$ cat config.mk
export PLATFORM = sky130hd
export DESIGN_NAME = payload_fragmenter
export DESIGN_NICKNAME = d
export VERILOG_FILES = /design/src/rtl/frag_pkg.sv /design/src/rtl/frag_datapath.sv /design/src/rtl/frag_ctrl.sv /design/src/rtl/payload_fragmenter.sv
export SDC_FILE = /design/constraint.sdc
export NUM_CORES = 1
export LEC_CHECK = 0
export CAP_MARGIN = 20
export CORE_AREA = 5 5 103 105
export CTS_CLUSTER_SIZE = 12
export DETAILED_ROUTE_END_ITERATION = 7
export DIE_AREA = 0 0 108 110
export GPL_ROUTABILITY_DRIVEN = 1
export PLACE_DENSITY = 0.85
export REMOVE_ABC_BUFFERS = 1
export SLEW_MARGIN = 0
export SYNTH_ARGS = -nofsm -noshare
export SYNTH_HDL_FRONTEND = slang
export SYNTH_SLANG_ARGS = --single-unit
$ cat constraint.sdc
create_clock -name clk -period 5.65 [get_ports clk]
set_input_delay 0.565 -clock clk [delete_from_list [all_inputs] [get_ports clk]]
set_output_delay 0.565 -clock clk [all_outputs]
set_load 0.02 [all_outputs]
$ cat src/rtl/frag_pkg.sv
package frag_pkg;

  typedef enum logic [1:0] {
    CMD_RDREQ  = 2'd0,
    CMD_WRDATA = 2'd1,
    CMD_RDDATA = 2'd2,
    CMD_OTHER  = 2'd3
  } fragCmd_e;

  typedef enum logic [1:0] {
    ST_IDLE = 2'd0,
    ST_EMIT = 2'd1,
    ST_GAP  = 2'd2
  } fragState_e;

  // strobes from control to datapath
  typedef struct packed {
    logic loadTxn;   // capture descriptor and limits
    logic advance;   // current fragment was taken
  } fragCtl_t;

endpackage

$ cat src/rtl/frag_datapath.sv
module frag_datapath
  import frag_pkg::*;
#(
  parameter int LEN_W       = 16,
  parameter int ID_W        = 4,
  parameter int DEF_PAYLOAD = 512,
  parameter int DEF_READREQ = 128
) (
  input  logic             clk,
  input  logic             rstN,
  input  fragCtl_t         ctl,
  input  logic [1:0]       inCmd,
  input  logic [ID_W-1:0]  inSrc,
  input  logic [ID_W-1:0]  inDst,
  input  logic [LEN_W-1:0] inBytes,
  input  logic [LEN_W-1:0] cfgMaxPayload,
  input  logic [LEN_W-1:0] cfgMaxReadReq,
  output logic             badDesc,
  output logic             lastFrag,
  output logic [1:0]       fragCmd,
  output logic [ID_W-1:0]  fragSrc,
  output logic [ID_W-1:0]  fragDst,
  output logic [LEN_W-1:0] fragBytes,
  output logic [LEN_W-1:0] fragSent,
  output logic [LEN_W-1:0] fragRemaining,
  output logic             fragFirst
);

  localparam logic [LEN_W-1:0] DefPayload = LEN_W'(DEF_PAYLOAD);
  localparam logic [LEN_W-1:0] DefReadReq = LEN_W'(DEF_READREQ);

  logic [LEN_W-1:0] limitSel;
  logic [LEN_W-1:0] limitQ;
  logic [LEN_W-1:0] sentQ;
  logic [LEN_W-1:0] remQ;
  logic [1:0]       cmdQ;
  logic [ID_W-1:0]  srcQ;
  logic [ID_W-1:0]  dstQ;

  // effective limit for the incoming descriptor
  always_comb begin
    if (inCmd == CMD_RDREQ) begin
      limitSel = (cfgMaxReadReq == '0) ? DefReadReq : cfgMaxReadReq;
    end else begin
      limitSel = (cfgMaxPayload == '0) ? DefPayload : cfgMaxPayload;
    end
  end

  assign badDesc = (inBytes == '0);

  always_ff @(posedge clk or negedge rstN) begin
    if (!rstN) begin
      limitQ <= '0;
      sentQ  <= '0;
      remQ   <= '0;
      cmdQ   <= '0;
      srcQ   <= '0;
      dstQ   <= '0;
    end else if (ctl.loadTxn) begin
      limitQ <= limitSel;
      sentQ  <= '0;
      remQ   <= inBytes;
      cmdQ   <= inCmd;
      srcQ   <= inSrc;
      dstQ   <= inDst;
    end else if (ctl.advance) begin
      sentQ <= sentQ + fragBytes;
      remQ  <= remQ - fragBytes;
    end
  end

  assign lastFrag      = (remQ <= limitQ);
  assign fragBytes     = lastFrag ? remQ : limitQ;
  assign fragRemaining = remQ - fragBytes;
  assign fragSent      = sentQ;
  assign fragFirst     = (sentQ == '0);
  assign fragCmd       = cmdQ;
  assign fragSrc       = srcQ;
  assign fragDst       = dstQ;

endmodule

$ cat src/rtl/frag_ctrl.sv
module frag_ctrl
  import frag_pkg::*;
(
  input  logic     clk,
  input  logic     rstN,
  input  logic     inValid,
  input  logic     outReady,
  input  logic     badDesc,
  input  logic     lastFrag,
  output logic     inReady,
  output logic     outValid,
  output logic     errPulse,
  output fragCtl_t ctl
);

  fragState_e state;
  fragState_e stateNext;
  logic       accept;

  assign inReady  = (state == ST_IDLE);
  assign outValid = (state == ST_EMIT);
  assign accept   = inValid && inReady;

  always_comb begin
    ctl.loadTxn = accept && !badDesc;
    ctl.advance = outValid && outReady;
  end

  always_comb begin
    stateNext = state;
    unique case (state)
      ST_IDLE: if (ctl.loadTxn) stateNext = ST_EMIT;
      ST_EMIT: if (ctl.advance) stateNext = lastFrag ? ST_IDLE : ST_GAP;
      ST_GAP:  stateNext = ST_EMIT;
      default: stateNext = ST_IDLE;
    endcase
  end

  always_ff @(posedge clk or negedge rstN) begin
    if (!rstN) begin
      state    <= ST_IDLE;
      errPulse <= 1'b0;
    end else begin
      state    <= stateNext;
      errPulse <= accept && badDesc;
    end
  end

endmodule

$ cat src/rtl/payload_fragmenter.sv
module payload_fragmenter
  import frag_pkg::*;
#(
  parameter int LEN_W       = 16,
  parameter int ID_W        = 4,
  parameter int DEF_PAYLOAD = 512,
  parameter int DEF_READREQ = 128
) (
  input  logic             clk,
  input  logic             rstN,
  input  logic             inValid,
  output logic             inReady,
  input  logic [1:0]       inCmd,
  input  logic [ID_W-1:0]  inSrc,
  input  logic [ID_W-1:0]  inDst,
  input  logic [LEN_W-1:0] inBytes,
  input  logic [LEN_W-1:0] cfgMaxPayload,
  input  logic [LEN_W-1:0] cfgMaxReadReq,
  output logic             outValid,
  input  logic             outReady,
  output logic [1:0]       outCmd,
  output logic [ID_W-1:0]  outSrc,
  output logic [ID_W-1:0]  outDst,
  output logic [LEN_W-1:0] outBytes,
  output logic [LEN_W-1:0] outSent,
  output logic [LEN_W-1:0] outRemaining,
  output logic             outFirst,
  output logic             outLast,
  output logic             errPulse
);

  fragCtl_t ctl;
  logic     badDesc;
  logic     lastFrag;

  frag_ctrl u_ctrl (
    .clk      (clk),
    .rstN     (rstN),
    .inValid  (inValid),
    .outReady (outReady),
    .badDesc  (badDesc),
    .lastFrag (lastFrag),
    .inReady  (inReady),
    .outValid (outValid),
    .errPulse (errPulse),
    .ctl      (ctl)
  );

  frag_datapath #(
    .LEN_W       (LEN_W),
    .ID_W        (ID_W),
    .DEF_PAYLOAD (DEF_PAYLOAD),
    .DEF_READREQ (DEF_READREQ)
  ) u_dp (
    .clk           (clk),
    .rstN          (rstN),
    .ctl           (ctl),
    .inCmd         (inCmd),
    .inSrc         (inSrc),
    .inDst         (inDst),
    .inBytes       (inBytes),
    .cfgMaxPayload (cfgMaxPayload),
    .cfgMaxReadReq (cfgMaxReadReq),
    .badDesc       (badDesc),
    .lastFrag      (lastFrag),
    .fragCmd       (outCmd),
    .fragSrc       (outSrc),
    .fragDst       (outDst),
    .fragBytes     (outBytes),
    .fragSent      (outSent),
    .fragRemaining (outRemaining),
    .fragFirst     (outFirst)
  );

  assign outLast = lastFrag;

endmodule

# ---- Word-level counts from Yosys, hierarchy flattened
# Cells that the tools add are included.
dict set report op_classes {
  add_sub_neg 2
  n_lt_le_gt_ge 1
  n_eq_ne 4
  mux 12
  n_reduce_logical 13
}
# cell count
set op_table {}
lappend op_table {{16-bit two-way mux} 8}
lappend op_table {{16-bit zero test} 4}
lappend op_table {{16-bit adder} 1}
lappend op_table {{16-bit <= comparator} 1}
lappend op_table {{16-bit subtractor} 1}
lappend op_table {{2-bit two-way mux} 3}
lappend op_table {{2-bit case mux with 3 select lines} 1}
lappend op_table {{1-bit logical AND} 4}
lappend op_table {{2-bit zero test} 2}
lappend op_table {{2-bit inequality test, second input constant} 2}
lappend op_table {{2-bit by 1-bit equality test with 1-bit output, second input constant} 1}
lappend op_table {{2-bit equality test, second input constant} 1}
lappend op_table {{2-bit AND reduction} 1}
lappend op_table {{2-bit nonzero test} 1}
lappend op_table {{1-bit zero test} 1}
dict set report word_totals {
  register_bits 61
  in_bits 62
  elab_cells 40
}

# ---- Logic depth before layout (Yosys ltp)
# Gate-level depths: netlist of the first run.
dict set report logic_depth {
  word_depth 5
  mapped_depth 22
  mapped_depth_nobuf 20
}

# ---- Cells and area by module
# Synthesis of the first run repeated with hierarchy kept, for this count alone.
dict set report hier_totals {
  hier_cells 565
  hier_area_um2 4818.4
}
# mod n_inst cells_per_inst area_per_inst_um2 seq_area_each_um2
set by_module_without_submodules {}
lappend by_module_without_submodules {frag_datapath 1 553 4674.5 1451.4}
lappend by_module_without_submodules {frag_ctrl 1 12 143.9 75.1}

# ---- Least setup slack after synthesis of the first run
# Ideal clock, no wire load.
dict set report synth_path {
  kind {reg-to-output}
  startpoint {register u_dp.remQ[9]}
  endpoint {output outRemaining[15]}
  t_arrival_ns 4.486
  required_time_ns 5.085
  setup_slack_ns 0.599
  stages_incl_launch_ff 20
  n_path_buf 2
  cell_sequence {dfrtp_1 -> ha_1 -> a21o_1 -> a21o_1 -> a221oi_2 -> o211ai_1 -> o21a_1 -> buf_6 -> buf_4 -> o21ai_0 -> inv_1 -> ha_1 -> nor2b_1 -> o21a_1 -> o21ai_2 -> a311oi_1 -> o21ai_1 -> o21ai_0 -> o41ai_1 -> xor2_1}
}
dict set report synth_via {
  elab_chain_len 3
}
# element line_no
set synth_lines {}
lappend synth_lines {{start: declaration} frag_datapath.sv:35} ;# logic [LEN_W-1:0] remQ;
lappend synth_lines {{start signal: assignment} frag_datapath.sv:62} ;# remQ <= inBytes;
lappend synth_lines {{start signal: assignment} frag_datapath.sv:68} ;# remQ <= remQ - fragBytes;
lappend synth_lines {{16-bit <= comparator} frag_datapath.sv:72} ;# assign lastFrag = (remQ <= limitQ);
lappend synth_lines {{16-bit two-way mux} frag_datapath.sv:73} ;# assign fragBytes = lastFrag ? remQ : limitQ;
lappend synth_lines {{named net outBytes[1]} payload_fragmenter.sv:24} ;# output logic [LEN_W-1:0] outBytes,
lappend synth_lines {{16-bit subtractor} frag_datapath.sv:74} ;# assign fragRemaining = remQ - fragBytes;
lappend synth_lines {{end: declaration} payload_fragmenter.sv:26} ;# output logic [LEN_W-1:0] outRemaining,
# The timed path passes the listed nets, and every way through them passes these cells.

# ---- Worst setup path after layout of the first run
dict set report layout_path {
  startpoint {register u_dp.remQ[5]}
  endpoint {output outRemaining[15]}
}
dict set report layout_via {
  elab_chain_len 3
}
# element line_no
set layout_lines {}
lappend layout_lines {{16-bit <= comparator} frag_datapath.sv:72}
lappend layout_lines {{16-bit two-way mux} frag_datapath.sv:73}
lappend layout_lines {{16-bit subtractor *} frag_datapath.sv:74}
# Mark *: on every way between the ends. The rest lies on a longest branch, timed or not.

==> key figures, run 1 <==
Place
  – # port buffers: 124
  – RD Place Congestion: 0.942
  – Post-DP HPWL: ~11 mm

Clocking
  – TritonCTS clock tree: built
  – Clock Tree Buf Depth: 2
  – H-tree Lvls: 3
  – Total CTS buffers: 9
  – CTS hold repair buffers: 0
  – Clk slew on worst S/H paths: 0.07 ns
  – Skew-Pair Late Insertion Delay: about 0.35 ns
  – # clock sinks: 61
  – CTS root buf: clkbuf_8

Routing
  – Vias: 4667
  – # DRC: 0
  – WL met1: 6.10 mm
  – Drt total wl: 15.1 mm
  – Pre-antenna DRT Iters: 5
  – ANT nets after route: 0
  – Vias per Instance: 5.78
  – DR WL/cell: roughly 19 µm
  – Met3 Routed Length: 1.33 mm
  – Uppermost routed layer: met4
  – Wire length on met2: 7.38 mm
  – Starting DRT DRC Count: 278

Synthesis
  – Seq/Total Area, Yosys: ~33%
  – Synth async-reset ratio: 100%
  – Cell Area, Synth: 4660 µm²
  – Syn. warnings: 0
  – Mean area per synthesized cell: ~8.5 µm²
  – Synth Instances: between 500 and 600
  – EDFF count, synth: 0
  – #FFs+latches synth: 61
  – Main synth FF type: dfrtp_1
  – Count of cell types in the netlist: between 50 and 60

STA
  – Slew HR: 41.9%
  – Period utilization: 95.0%
  – Final setup fails: 0
  – Setup TNS: 0 ns
  – Hold Vio Cnt, Final: 0
  – Period minus WS final: roughly 5.4 ns
  – Hold_ws: between 0.3 and 0.4 ns
  – Max Slew Vio Count: 0
  – Fmax: 186 MHz
  – Clk_skew: approximately 0.011 ns
  – Worst Tran Pin Value: 0.872 ns
  – RSZ-0062 raised after global routing: no

Final layout
  – Layout area overhead: 34.6%
  – Most common cell after layout, fill and taps aside: clkdlybuf4s50_1
  – Commonest non-fill, non-tap cells in the layout: clkdlybuf4s50_1, nand2_1, dfrtp_1
  – Nets@finish: 783
  – Share of layout cells above drive strength 1: 8.31%
  – Ant diodes: 0

Min path
  – Worst Hold Class: in -> async

Setup path
  – Worst r2r src: u_dp.remQ[5]$_DFFE_PN0P_
  – R2r worst-path depth: 19
  – Critical path class: reg -> out
  – RR Endpoint: u_dp.fragSent[15]$_DFFE_PN0P_
  – Crit path DAT: around 4.8 ns
  – Reg2Reg Setup Slack: 1.01 ns
  – Worst Setup End Kind: output port
  – Critical path launch point type: flop
  – CP Max Fanout: 10
  – Worst path required time: 5.09 ns

Floorplanning
  – Die X: ~110 µm
  – Die area: 11900 µm²
  – Die height: approximately 110 µm
  – Core area: between 9000 and 10000 µm²
  – Initial Util: 48.8%
  – I/O pin count: around 130
  – Rows: 36

GRT
  – First-pass GRT wire length: 24.1 mm
  – Largest net degree at the start of global routing: 62
  – Grt ovf: 0
  – Antenna violations before repair: 0
  – Vias in the first global route: about 4.7k
  – All-layer global routing usage: 26.1%

Flow run
  – Max-cap violations: 0

Run status
  – Result of the run: finished clean
==> cells in the mapped netlist (3+ instances only) <==
library cell  instances  area (µm²)
nor2b_1              10        62.6
a22o_1                7        61.3
mux2i_1               3        30.0
o21ai_1               5        25.0
o21a_1                5        37.5
nand3_1              16        80.1
and3_1                5        31.3
a31oi_1              12        75.1
ha_1                 48         601
a21oi_2               3        26.3
a221oi_1              5        43.8
o211ai_1              4        30.0
a21o_1               18         135
o21ai_0              26         130
mux2_2               13         146
xnor2_1              14         123
a21oi_1              23         115
dfrtp_1              61        1530
nand2b_1              3        18.8
nand4_1               5        31.3
nor2_1               34         128
inv_1                46         173
nor3_1                5        25.0
clkbuf_1             18        67.6
xor2_1               11        96.3
nor4_1               17         106
a22oi_1               7        52.6
nand2_1              86         323
==> per-stage QoR <==
step	instances	instance area, µm²	setup WS (ns)	util (%)
6_report	807	6280	0.285	65.7
5_1_grt	807	6280	0.00175	65.7
4_1_cts	805	6220	0.0365	65.1
3_5_place_dp	789	6030	0.155	63.1
3_3_place_gp	789	6030	0.212	63.1
2_1_floorplan	527	4580	0.569	-
==> how the worst max path moves through the flow <==
stage	from	to	slack (ns)	cells after the start
global placement	u_dp.remQ[5]$_DFFE_PN0P_	outRemaining[15]	0.21	16
finish	u_dp.remQ[5]$_DFFE_PN0P_	outRemaining[15]	0.28	17
floorplan	u_dp.remQ[11]$_DFFE_PN0P_	outRemaining[12]	0.57	17
detailed placement	u_dp.remQ[5]$_DFFE_PN0P_	outRemaining[15]	0.15	16
CTS	u_dp.remQ[5]$_DFFE_PN0P_	outRemaining[14]	0.04	19
global route	u_dp.limitQ[15]$_DFFE_PN0P_	outRemaining[8]	0.002	17
==> state kept, by name, summed over array words and instances, names as in the netlist <==
signal / flops
u_dp.fragSent: 16
u_dp.fragSrc: 4
u_dp.fragCmd: 2
u_dp.remQ: 16
u_dp.fragDst: 4
u_dp.limitQ: 16
u_ctrl.state: 2
u_ctrl.errPulse: 1
==> cell families after synthesis <==
| family | after synthesis | share of synthesized area (%) |
|---|---|---|
| AOI/OAI and AO/OA | 135 | 20.0 |
| muxes | 17 | 4.10 |
| xor gates and xnor gates | 25 | 4.69 |
| and+or+nand+nor | 192 | 19.1 |
| buffers and inverters | 67 | 5.63 |
| adders and majority gates | 50 | 13.7 |
| DFF | 61 | 32.7 |
==> per-layer routing <==
| layer | vias to the layer above | GRT usage, % |
|---|---|---|
| met5 | - | 0 |
| met4 | 0 | 8.75 |
| met3 | 31 | 9.03 |
| met2 | 197 | 44.8 |
| met1 | 2250 | 30.6 |
| li1 | 2189 | - |
==> cell type report <==
| cell class | instances | area [µm²] |
|---|---|---|
| Clock inverter | 2 | 10.0 |
| Sequential cell | 61 | 1530 |
| Inverter | 47 | 176 |
| Timing Repair Buffer | 133 | 1340 |
| Fill cell | 816 | 3270 |
| Clock buffer | 12 | 155 |
| Multi-Input combinational cell | 419 | 2900 |
| Tap cell | 133 | 166 |
==> worst max-delay path, stage by stage (launching register included) <==
cell	delay [ns]
dfrtp_1	0.44
ha_1	0.34
nand4_1	0.10
or3_1	0.42
a21o_1	0.17
o211ai_1	0.10
o21a_2	0.23
buf_4	0.14
buf_4	0.20
mux2_2	0.41
inv_1	0.07
ha_1	0.27
a2111o_1	0.39
o21ai_1	0.24
o21ai_1	0.16
o41ai_2	0.24
xor2_1	0.30
clkbuf_2	0.23
==> what timing repair did <==
item / 4_1_cts / 5_1_grt
setup buffers: 2 / 0
pin swaps: 0 / 0
resized for setup: 3 / 10
endpoints found under the setup margin: 4 / 7
gates cloned: 0 / 0
endpoints found under the hold margin: 0 / 0
Power of run 1 is left out: the tool's default activity adds up to more than one toggle a clock period on the data nets, which glitch-free logic cannot reach.
==> inputs of run 2 (changes only) <==
PLACE_DENSITY = 0.89   (was 0.85)
TNS_END_PERCENT = 5   (was not set)
==> key figures, run 2 (synthesized netlist as in run 1, its figures left out) <==
Clocking
  – Clk slew on worst S/H paths: 0.08 ns (about the same)
  – H-tree Lvls: 3 (unchanged)
  – Skew-Pair Late Insertion Delay: 0.36 ns (about the same)
  – CTS hold repair buffers: 0 (unchanged)
  – TritonCTS clock tree: built
  – Total CTS buffers: 9 (unchanged)
  – # clock sinks: 61 (unchanged)
  – CTS root buf: clkbuf_8
  – Clock Tree Buf Depth: 2 (unchanged)

Floorplanning
  – Rows: 36 (unchanged)
  – Initial Util: 48.8% (unchanged)
  – Die area: 11900 µm² (unchanged)
  – I/O pin count: 125 (unchanged)
  – Core area: 9550 µm² (unchanged)
  – Die X: 108 µm (unchanged)
  – Die height: 110 µm (unchanged)

Routing
  – Starting DRT DRC Count: 318 (+14%)
  – Vias per Instance: 5.80 (+0.29%)
  – # DRC: 0 (unchanged)
  – Drt total wl: 15.0 mm (-0.85%)
  – Pre-antenna DRT Iters: 6 (+1)
  – Vias: 4698 (+0.66%)
  – DR WL/cell: 18.5 µm (-1.2%)
  – ANT nets after route: 0 (unchanged)

GRT
  – All-layer global routing usage: 25.6% (-0.48 points)
  – Antenna violations before repair: 0 (unchanged)
  – Largest net degree at the start of global routing: 62 (unchanged)
  – Met1 usage: 30.2% (-0.36 points)
  – GR Layer Usage met3: 7.40% (-1.6 points)
  – Grt ovf: 0 (unchanged)
  – Vias in the first global route: 4888 (+3.2%)
  – Met2 GRT Util: 42.9% (-2.0 points)
  – First-pass GRT wire length: 23.9 mm (-1.1%)
  – GR peak layer: met2

Place
  – RD Place Congestion: 0.891 (-5.5%)
  – # port buffers: 124 (unchanged)
  – Post-DP HPWL: 11.4 mm (-0.92%)
  – Inst Count DP: 790 (+0.13%)

Final layout
  – Commonest non-fill, non-tap cells in the layout: clkdlybuf4s50_1, nand2_1, dfrtp_1
  – Share of layout cells above drive strength 1: 8.42% (+0.11 points)
  – Layout area overhead: 35.8%
  – Nets@finish: 784 (+0.13%)
  – Reg area: 1530 µm² (unchanged)
  – Area of the multi-input gates: 2890 µm² (-0.52%)
  – Most common cell after layout, fill and taps aside: clkdlybuf4s50_1
  – Non-filler instance count after layout: 810 (+0.37%)
  – Fill cells: 785 (-3.8%)
  – Ant diodes: 0 (unchanged)

Setup path
  – Critical path launch point type: flop
  – Worst Setup End Kind: output port
  – Crit path largest cell delay: 0.43 ns (about the same)
  – Launch point of the critical path: u_dp.remQ[14]$_DFFE_PN0P_
  – CP Max Fanout: 11 (+1)
  – Critical path class: reg -> out
  – Worst path cell trace: ha_1 -> nand4_1 -> or3_1 -> a21o_1 -> o211ai_1 -> o21a_2 -> buf_4 -> buf_4 -> mux2_2 -> inv_1 -> ha_1 -> a2111o_1 -> o21ai_1 -> o21ai_0 -> o41ai_1 -> xor2_1 -> dlygate4sd2_1
  – Crit path DAT: 5.06 ns (+0.26 ns)
  – Worst path bufs/invs: 4 (unchanged)
  – Worst path required time: 5.09 ns (about the same)
  – Top Family by Delay on Critical Path: compound AO/OA/AOI/OAI gates
  – Worst r2r src: u_dp.remQ[14]$_DFFE_PN0P_
  – CP max stage cell: dfrtp_1

Flow run
  – Max-cap violations: 0 (unchanged)

STA
  – Fmax: 178 MHz (-4.7%)
  – Slew HR: 27.5% (-14 points)
  – Max Slew Vio Count: 0 (unchanged)
  – Hold Vio Cnt, Final: 0 (unchanged)
  – Period minus WS final: 5.63 ns (+0.264 ns)
  – Final setup fails: 0 (unchanged)
  – Clk_skew: 0.0146 ns (+0.00308 ns)
  – Worst Tran Pin Value: 1.09 ns (+0.215 ns)
  – RSZ-0062 raised after global routing: yes
  – Period utilization: 99.6% (+4.7 points)

Min path
  – Worst Hold Class: in -> async

Run status
  – Result of the run: finished clean
==> run 2: cell count changes in the layout (fill, tap and decap cells not counted), sizes merged <==
| cell | before | now |
|---|---|---|
| dlygate4sd2 | 0 | 1 |
| buf | 10 | 11 |
| clkinvlp | 0 | 3 |
| clkinv | 2 | 0 |
| dlymetal6s2s | 6 | 5 |
| bufinv | 0 | 2 |
| clkdlybuf4s50 | 116 | 117 |
| clkbuf | 13 | 11 |
==> run 2: path summary, 6_finish.rpt <==
kind / endpoint / slack (ns) / cells after the start
setup / recovery: outRemaining[15] / 0.02 / 17
hold / removal: u_dp.fragSent[1]$_DFFE_PN0P_ / 0.37 / 2
setup reg to reg: u_dp.fragSent[15]$_DFFE_PN0P_ / 1.03 / 18
hold reg to reg: u_dp.fragDst[1]$_DFFE_PN0P_ / 0.48 / 2
max in group asynchronous: u_dp.fragSent[10]$_DFFE_PN0P_ / 4.71 / 2
min in group clk: u_dp.fragDst[1]$_DFFE_PN0P_ / 0.48 / 2
==> run 2: per-layer routing <==
metal | vias to the layer above | share of wire (%)
li1 | 2198 | -
met1 | 2187 | 39
met2 | 258 | 47
met3 | 55 | 9.4
met4 | 0 | 4.4
met5 | - | 0
==> run 2: layout make-up <==
cell class,count,area share (%)
multi-input combinational,419,45.6
sequential,61,24.1
timing repair buffer,134,21.2
inverter,47,2.79
tap,133,2.63
clock buffer,11,2.39
clock inverter,5,1.30
==> run 2: through the flow <==
stage	setup TNS [ns]	hold WS (ns)	area (µm²)	utilization [%]	worst slack, ns
floorplan	0	0.269	4580	-	0.569
global placement	0	0.459	6040	63.2	0.265
detailed placement	0	0.462	6040	63.2	0.175
CTS	0	0.419	6270	65.7	0.0144
global route	-0.426	0.462	6330	66.3	-0.245
finish	0	0.370	6330	66.3	0.0207
==> run 2: timing repair <==
item	4_1_cts	5_1_grt
setup buffers	0	3
endpoints found under the setup margin	4	5
resized for setup	2	5
cloned	0	0
==> run 2: worst reg2reg max path, delay by kind of cell (launching register included) <==
kind / cells / cell delay (ns)
XOR/XNOR: 1 / 0.21
buffers and inverters: 1 / 0.14
flip-flops: 1 / 0.43
adder cells (fa/ha/maj): 2 / 0.69
AND/OR/NAND/NOR: 4 / 0.86
multiplexers: 1 / 0.37
AO/OA/AOI/OAI: 9 / 1.80
Power of run 2 is left out for the same reason.
